==> config.mk <==
export PLATFORM = sky130hd
export DESIGN_NAME = bmx_bridge
export DESIGN_NICKNAME = d
export VERILOG_FILES = /design/src/rtl/bmx_pkg.sv /design/src/rtl/bmx_cycle_dec.sv /design/src/rtl/bmx_lane_rev.sv /design/src/rtl/bmx_hold_reg.sv /design/src/rtl/bmx_bridge.sv
export SDC_FILE = /design/constraint.sdc
export NUM_CORES = 1
export LEC_CHECK = 0
export BUFFER_PORTS_ARGS = -buffer_cell sky130_fd_sc_hd__buf_2
export CAP_MARGIN = 40
export CORE_MARGIN = 10
export CORE_UTILIZATION = 37
export DETAILED_ROUTE_END_ITERATION = 10
export GPL_TIMING_DRIVEN = 0
export HOLD_SLACK_MARGIN = 0.15
export PLACE_DENSITY = 0.79
export SYNTH_ARGS = -nofsm -noshare
export SYNTH_HDL_FRONTEND = slang
export SYNTH_HIERARCHICAL = 1
export SYNTH_SLANG_ARGS = --single-unit
==> constraint.sdc <==
create_clock -name clk -period 1.4 [get_ports clk]
set_clock_uncertainty 0.1 [all_clocks]
set_input_delay 0.14 -clock clk [delete_from_list [all_inputs] [get_ports clk]]
set_output_delay 0.14 -clock clk [all_outputs]
set_load 0.1 [all_outputs]
==> src/rtl/bmx_pkg.sv <==
// Package: shared widths and the host cycle classification.
// Assumes a host that moves each word as two equal-width byte cycles.
package bmx_pkg;
    localparam int BYTE_W = 8;
    localparam int WORD_W = 2 * BYTE_W;

    typedef enum logic [2:0] {
        CYC_IDLE    = 3'd0,
        CYC_ODD_WR  = 3'd1,
        CYC_EVEN_WR = 3'd2,
        CYC_ODD_RD  = 3'd3,
        CYC_EVEN_RD = 3'd4
    } cyc_e;
endpackage

==> src/rtl/bmx_cycle_dec.sv <==
// Module: bmx_cycle_dec
// Classifies the current host cycle from select, low address, read strobe
// and write pulse. Purely combinational. Assumes the write pulse is
// ignored while the read strobe is high.
module bmx_cycle_dec
    import bmx_pkg::*;
(
    input  logic card_sel_n,
    input  logic host_a_lo,
    input  logic host_rd,
    input  logic host_we_n,
    output cyc_e cyc
);
    // Decode select, direction and lane into one cycle kind.
    always_comb begin
        cyc = CYC_IDLE;
        if (!card_sel_n) begin
            if (host_rd)
                cyc = host_a_lo ? CYC_ODD_RD : CYC_EVEN_RD;
            else if (!host_we_n)
                cyc = host_a_lo ? CYC_ODD_WR : CYC_EVEN_WR;
        end
    end
endmodule

==> src/rtl/bmx_lane_rev.sv <==
// Module: bmx_lane_rev
// Reverses the bit order of one byte lane, mapping the host numbering
// (bit 0 most significant) to the device numbering (top bit most
// significant) or back. Assumes nothing; it is pure wiring.
module bmx_lane_rev #(
    parameter int W = 8
) (
    input  logic [W-1:0] a,
    output logic [W-1:0] y
);
    for (genvar i = 0; i < W; i++) begin : g_bit
        assign y[i] = a[W-1-i];
    end
endmodule

==> src/rtl/bmx_hold_reg.sv <==
// Module: bmx_hold_reg
// Holds the odd (less significant) write byte until the even cycle
// arrives. Loads only on an odd-write cycle and resets synchronously
// to zero. Assumes the input byte is already in device bit order.
module bmx_hold_reg
    import bmx_pkg::*;
#(
    parameter int W = BYTE_W
) (
    input  logic         clk,
    input  logic         rst_n,
    input  cyc_e         cyc,
    input  logic [W-1:0] byte_in,
    output logic [W-1:0] hold_q
);
    // Capture the odd byte; keep it on every other cycle.
    always_ff @(posedge clk) begin
        if (!rst_n)
            hold_q <= '0;
        else if (cyc == CYC_ODD_WR)
            hold_q <= byte_in;
    end

    AST_HOLD_LOAD: assert property (@(posedge clk) disable iff (!rst_n)
        (cyc == CYC_ODD_WR) |=> (hold_q == $past(byte_in)));
    AST_HOLD_KEEP: assert property (@(posedge clk) disable iff (!rst_n)
        (cyc != CYC_ODD_WR) |=> $stable(hold_q));
endmodule

==> src/rtl/bmx_bridge.sv <==
// Module: bmx_bridge (top)
// Rebuilds a 16-bit device path from a byte-multiplexed host bus with
// the odd byte first. Writes merge the held odd byte with the live even
// byte; reads steer one device half onto the host lane. Assumes inputs
// are synchronous to clk and that select is decoded outside.
module bmx_bridge
    import bmx_pkg::*;
(
    input  logic              clk,
    input  logic              rst_n,
    input  logic              card_sel_n,
    input  logic              host_a_lo,
    input  logic              host_rd,
    input  logic              host_we_n,
    input  logic [BYTE_W-1:0] host_d_in,
    output logic [BYTE_W-1:0] host_d_out,
    output logic              host_d_oe,
    output logic              even_en,
    output logic              lane_dir,
    input  logic [WORD_W-1:0] dev_rdata,
    output logic [WORD_W-1:0] dev_wdata,
    output logic              dev_we
);
    cyc_e              cyc;
    logic [BYTE_W-1:0] din_dev;
    logic [BYTE_W-1:0] hold_q;
    logic [BYTE_W-1:0] rd_half;

    bmx_cycle_dec u_dec (
        .card_sel_n (card_sel_n),
        .host_a_lo  (host_a_lo),
        .host_rd    (host_rd),
        .host_we_n  (host_we_n),
        .cyc        (cyc)
    );

    bmx_lane_rev #(.W(BYTE_W)) u_rev_in (
        .a (host_d_in),
        .y (din_dev)
    );

    bmx_hold_reg #(.W(BYTE_W)) u_hold (
        .clk     (clk),
        .rst_n   (rst_n),
        .cyc     (cyc),
        .byte_in (din_dev),
        .hold_q  (hold_q)
    );

    // Pick the device half addressed by the low address line.
    always_comb begin
        rd_half = host_a_lo ? dev_rdata[BYTE_W-1:0] : dev_rdata[WORD_W-1:BYTE_W];
    end

    bmx_lane_rev #(.W(BYTE_W)) u_rev_out (
        .a (rd_half),
        .y (host_d_out)
    );

    // Lane controls and the device write strobe from the cycle kind.
    always_comb begin
        host_d_oe = (cyc == CYC_ODD_RD) || (cyc == CYC_EVEN_RD);
        dev_we    = (cyc == CYC_EVEN_WR);
        even_en   = !card_sel_n && !host_a_lo;
        lane_dir  = host_rd;
        dev_wdata = {din_dev, hold_q};
    end

    AST_WE_EVEN_ONLY: assert property (@(posedge clk) disable iff (!rst_n)
        dev_we |-> (!host_a_lo && !card_sel_n));
    AST_WE_NOT_DRIVING: assert property (@(posedge clk) disable iff (!rst_n)
        dev_we |-> !host_d_oe);
    AST_LOW_HALF_HELD: assert property (@(posedge clk) disable iff (!rst_n)
        dev_we |-> (dev_wdata[BYTE_W-1:0] == hold_q));
    AST_QUIET_UNSEL: assert property (@(posedge clk) disable iff (!rst_n)
        card_sel_n |-> (!host_d_oe && !dev_we && !even_en));
endmodule

==> metrics.md, run 1 <==
| Metric | Value |
|---|---|
| Routed WL per cell | 14.8 um |
| Die Footprint | 3900 um2 |
| GRT Residual Overflow | 0 |
| Nets | 168 |
| CTS Root Buffer Type | clkbuf_4 |
| Clk sinks | 8 |
| Endpoints failing setup | 2 |
| Synth Instances | 73 |
| Synth-to-layout area growth | 83.3% |
| GR Util All Layers | 11.7% |
| Height of the die | 62.5 um |
| DR vias | 721 |
| CP Cell Sequence | buf_8 > or3_4 > a21oi_4 > nand2_2 > o22ai_4 > buf_12 |
| Max-cap violations | 0 |
| Slew margin rel. | 67.2% |
| Global-route wire length before repair | 3860 um |
| Largest Register | u_hold/hold_q |
| Largest registers | u_hold/hold_q x8 |
| Most frequent cells in the layout | buf_2, buf_4, nand2_1 |
| Placeable Area | 1730 um2 |
| Synth Register Bits | 8 |
| YS warnings | 6 |
| Crit path capture type | primary output |
| Unrepaired setup endpoints after global routing | yes |
| Worst min path class | flop to flop |
| Violated checks | setup timing |
| Worst Min Path Start | u_hold/hold_q[7] |
| Largest net degree at the start of global routing | 11 |
| Clock buffer depth | 2 |
| RR Startpoint | u_hold/hold_q[1] |
| CTS H-tree depth | 1 |
| Pre-antenna DRT Iters | 4 |
| Num rows | 15 |
| P per Cell Area | 869 nW/um2 |
| Final period util | 107% |
| Drt total wl | 2380 um |
| Worst skew pair latency | 0.25 ns |
| Via/cell ratio | 4.48 |
| CP Class | input port to primary output |
| ANT cells | 0 |
| Worst EP arrival | 1.26 ns |
| Crit path max fanout | 4 |
| CP Launch Point | host_a_lo |
| Min-Delay Path Depth | 2 |
| I/O Buffers | 48 |
| TritonCTS Buffers | 3 |
| Minimum clock period | 1.50 ns |
| Detail Route Antenna Nets | 0 |
| Leak | 0.617 nW |
| Fin area | 1220 um2 |
| Final GP Congestion | 0.669 |
| Fmax | 666 MHz |
| Pre-CTS setup slack | -0.441 ns |
| Layout fillers | 142 |
| Placed Instance Area | 983 um2 |
| Initial antenna violation count | 0 |
| Synthesized area | 667 um2 |
| IO Pins | 58 |
| DRC Markers | 0 |
| Cell Count, Final, Fillers Out | 161 |
| Initial Utilization | 38.6% |
| Cell count after placement | 146 |
| Max FFs per register | 8 |
| Yosys cell types | 15 |
| Vias in the first global route | 792 |
| Sequential share of the synthesized area | 24.0% |
| Outcome | finished, violations left |
| Syn avg cell area | 9.14 um2 |
| CP startpoint kind | input port |
| CP peak stage delay | 0.39 ns |
| VDD IR max | 0.000759 V |
| CTS tree | done |
| Commonest non-fill, non-tap cell in the layout | buf_2 |
| Worst EP required | 1.16 ns |
| Fraction of layout cells with a size suffix above 1 | 67.6% |
| Die Width | 62.5 um |
| Worst slew pin tran | 0.496 ns |
| Syn nets | 103 |
| Setup ws final | -0.102 ns |
| 1st-iter DRT viols | 16 |
| Clock slew at reported path FFs | 0.05 ns |
| Slowest library cell on the worst path | or3_4 |
| FF-to-FF path depth | 2 |
| HPWL after DPL | 1780 um |
| Final hold vios | 0 |
| Final Slew Violations | 0 |
## path summary, 6_finish.rpt
| path | to | slack, ns |
|---|---|---|
| max | host_d_oe | -0.10 |
| min | u_hold/hold_q[7] | 0.36 |
| max reg2reg | u_hold/hold_q[1] | 0.67 |
| min reg2reg | u_hold/hold_q[7] | 0.36 |
## timing repair
item                                    CTS  global route
hold endpoints to repair                  8             0
setup buffers                             3             0
endpoints found under the setup margin   14             7
resized for setup                        25             5
pin swaps                                 3             0
hold buffers                              9             0
## layer usage
metal / GRT usage, % / wire [um]
met2: 19.2 / 1110
met5: 0 / 0
met3: 5.56 / 265
met1: 13.2 / 989
met4: 3.35 / 19
## stage by stage
stage	total power, mW	util, %	setup TNS [ns]	hold WS (ns)
after global placement	0.814	57.0	-2.46	0.306
after floorplan	0.732	-	-0.805	0.348
after detailed placement	0.821	57.0	-2.89	0.317
final	1.06	70.8	-0.203	0.355
after CTS	1.06	69.7	-0.199	0.362
after global routing	1.11	70.8	-0.299	0.383
## cell usage after synthesis
master     n  area share [%]
nor2_1     1            0.56
mux2_4     8              18
o22ai_1    1            0.94
buf_4     17              19
mux2i_1    8              12
buf_6      3             5.1
or3_1      1            0.94
nand2b_1   1            0.94
nor3b_2    1             1.9
nand2_1   18              10
dfxtp_1    8              24
a21oi_2    1             1.3
clkbuf_2   1            0.75
nor3b_1    3             3.4
nor2b_1    1            0.94
## worst max-delay path, delay by kind of cell
family	cells	cell delay (ns)
AO/OA/AOI/OAI	2	0.34
AND/OR/NAND/NOR	2	0.48
buffers and inverters	2	0.30
## power breakdown
group          internal, mW  leakage, nW  switching (mW)  total, mW
sequential            0.238       0.0651         0.00438      0.242
clock                0.0978       0.0138          0.0741      0.172
combinational         0.206        0.538           0.442      0.648
## final cells by class
class                   count  area, um2  area share, %
repair buffers             60        443           36.2
multi-input cells          44        399           32.7
plain buffers              21        166           13.6
flip-flops and latches      8        160           13.1
well taps                  25       31.3           2.56
clock buffers               3       22.5           1.84
## kinds of logic (layout without fill, tap and decap cells)
logic type / after synthesis / count (layout) / synth area share, %
compound gates: 2 / 2 / 2.25
simple gates: 26 / 26 / 18.8
mux: 16 / 16 / 30.0
buf+inv: 21 / 84 / 25.0
flops: 8 / 8 / 24.0
No activity file was read; power rests on OpenSTA's default activity.
==> run 2: changes to the inputs <==
Settings changed: CTS_CLUSTER_DIAMETER from default to 100, SKIP_CTS_REPAIR_TIMING from default to 1.
==> metrics.md, run 2 (synthesis results as in run 1) <==
| Metric | Value |
|---|---|
| Outcome | finished, violations left |
| Violated checks | setup timing |
| Placed Instance Area | 983 um2 (unchanged) |
| Final GP Congestion | 0.669 (unchanged) |
| VDD IR max | 0.000782 V (+3.1%) |
| Detail Route Antenna Nets | 0 (unchanged) |
| Setup ws final | -0.147 ns (-0.0456 ns) |
| Final Slew Violations | 0 (unchanged) |
| CP Launch Point | host_a_lo |
| Nets | 167 (-0.60%) |
| FF-to-FF path depth | 2 (unchanged) |
| P per Cell Area | 871 nW/um2 (+0.23%) |
| Worst skew pair latency | 0.25 ns (about the same) |
| Leak | 0.612 nW (-0.85%) |
| Core Util, Final | 70.4% (-0.43 points) |
| Clk sinks | 8 (unchanged) |
| CP peak stage delay | 0.39 ns (about the same) |
| Cell Count, Final, Fillers Out | 160 (-0.62%) |
| CTS Root Buffer Type | clkbuf_4 |
| Initial antenna violation count | 0 (unchanged) |
| Worst min path class | flop to flop |
| DRC Markers | 0 (unchanged) |
| CP startpoint kind | input port |
| IO Pins | 58 (unchanged) |
| Die Footprint | 3900 um2 (unchanged) |
| Drt total wl | 2320 um (-2.6%) |
| TritonCTS Buffers | 3 (unchanged) |
| Final hold vios | 0 (unchanged) |
| Crit path max fanout | 4 (unchanged) |
| Fmax | 646 MHz (-2.9%) |
| Initial Utilization | 38.6% (unchanged) |
| Slowest library cell on the worst path | or3_4 |
| Pre-antenna DRT Iters | 4 (unchanged) |
| Max-cap violations | 0 (unchanged) |
| Max FFs per register | 8 (unchanged) |
| Placeable Area | 1730 um2 (unchanged) |
| Clock slew at reported path FFs | 0.05 ns (about the same) |
| Crit path capture type | primary output |
| CP Class | input port to primary output |
| Worst Min Path Start | u_hold/hold_q[3] |
| Height of the die | 62.5 um (unchanged) |
| Fraction of layout cells with a size suffix above 1 | 67.4% (-0.24 points) |
| Largest registers | u_hold/hold_q x8 |
| Worst slew pin tran | 0.496 ns (+0.000179 ns) |
| Clock buffer depth | 2 (unchanged) |
| WHS Endpoint | u_hold/hold_q[3] |
| CTS H-tree depth | 1 (unchanged) |
| Layout fillers | 141 (-0.70%) |
| Worst r2r dst | u_hold/hold_q[4] |
| Num rows | 15 (unchanged) |
| Worst Path Buf+Inv | 2 (unchanged) |
| Commonest non-fill, non-tap cell in the layout | buf_2 |
| Final period util | 111% (+3.3 points) |
| Synth-to-layout area growth | 82.2% |
| Worst EP required | 1.16 ns (about the same) |
| CP Cell Sequence | buf_8 > or3_4 > a21oi_4 > nand2_2 > o22ai_4 > buf_12 |
| Slew margin rel. | 67.2% (about the same) |
| DR vias | 716 (-0.69%) |
| Vias in the first global route | 700 (-12%) |
| Worst EP arrival | 1.31 ns (+0.05 ns) |
| HPWL after DPL | 1780 um (unchanged) |
| Min-Delay Path Depth | 2 (unchanged) |
| I/O Buffers | 48 (unchanged) |
| Minimum clock period | 1.55 ns (+0.0456 ns) |
| Global-route wire length before repair | 3210 um (-17%) |
| Endpoints failing setup | 2 (unchanged) |
| Most frequent cells in the layout | buf_2, buf_4, nand2_1 |
| Largest Register | u_hold/hold_q |
| Register area | 160 um2 (unchanged) |
| GR Util All Layers | 9.79% (-2.0 points) |
| Register-to-Register Setup Slack | 0.72 ns (+0.05 ns) |
| Die Width | 62.5 um (unchanged) |
| Routed WL per cell | 14.5 um (-2.0%) |
| RR Startpoint | u_hold/hold_q[4] |
| CTS tree | done |
| GRT Residual Overflow | 0 (unchanged) |
| ANT cells | 0 (unchanged) |
| 1st-iter DRT viols | 17 (+1) |
| Top delay family on crit path | simple AND/OR/NAND/NOR gates |
| Via/cell ratio | 4.48 (about the same) |
| Largest net degree at the start of global routing | 11 (unchanged) |
| Unrepaired setup endpoints after global routing | yes |
| Cell count after placement | 146 (unchanged) |
| Fin area | 1210 um2 (-0.61%) |
| Footprint of the multi-input gates | 399 um2 (unchanged) |
## run 2: final cells by class
type | count | share of cell area [%]
Multi-Input combinational cell | 44 | 32.9
Clock buffer | 3 | 1.85
Sequential cell | 8 | 13.2
Buffer | 21 | 13.7
Timing Repair Buffer | 59 | 35.8
Tap cell | 25 | 2.57
## run 2: metal layers
layer  wire [um]  track usage (%)  vias to the layer above
met2        1060             14.4                       49
met1         984             11.7                      316
met5           0                0                        -
met4          19             3.35                        0
li1            -                -                      347
met3         255             5.38                        4
## run 2: worst max path at each step
stage,to,slack (ns),depth (start not counted)
detailed placement,host_d_oe,-0.44,6
CTS,host_d_oe,-0.45,6
global placement,host_d_oe,-0.40,6
floorplan,dev_we,-0.46,3
global route,host_d_oe,-0.19,6
finish,host_d_oe,-0.15,6
## run 2: power by group
part           leakage [nW]  switching, mW  internal [mW]
Clock                0.0138         0.0737         0.0978
Sequential           0.0651        0.00436          0.238
Combinational         0.533          0.440          0.204
## run 2: worst register-to-register path, delay by kind of cell (launching register included)
family / cells / cell delay (ns)
muxes: 1 / 0.13
DFF: 1 / 0.32
and+or+nand+nor: 1 / 0.05
## run 2: per-stage QoR
stage | power, mW | worst slack [ns] | hold slack, ns | TNS (ns)
6_report | 1.06 | -0.147 | 0.355 | -0.292
2_1_floorplan | 0.732 | -0.455 | 0.348 | -0.805
3_5_place_dp | 0.821 | -0.441 | 0.317 | -2.89
5_1_grt | 1.11 | -0.192 | 0.383 | -0.363
4_1_cts | 0.999 | -0.452 | 0.0415 | -0.946
3_3_place_gp | 0.814 | -0.398 | 0.306 | -2.46
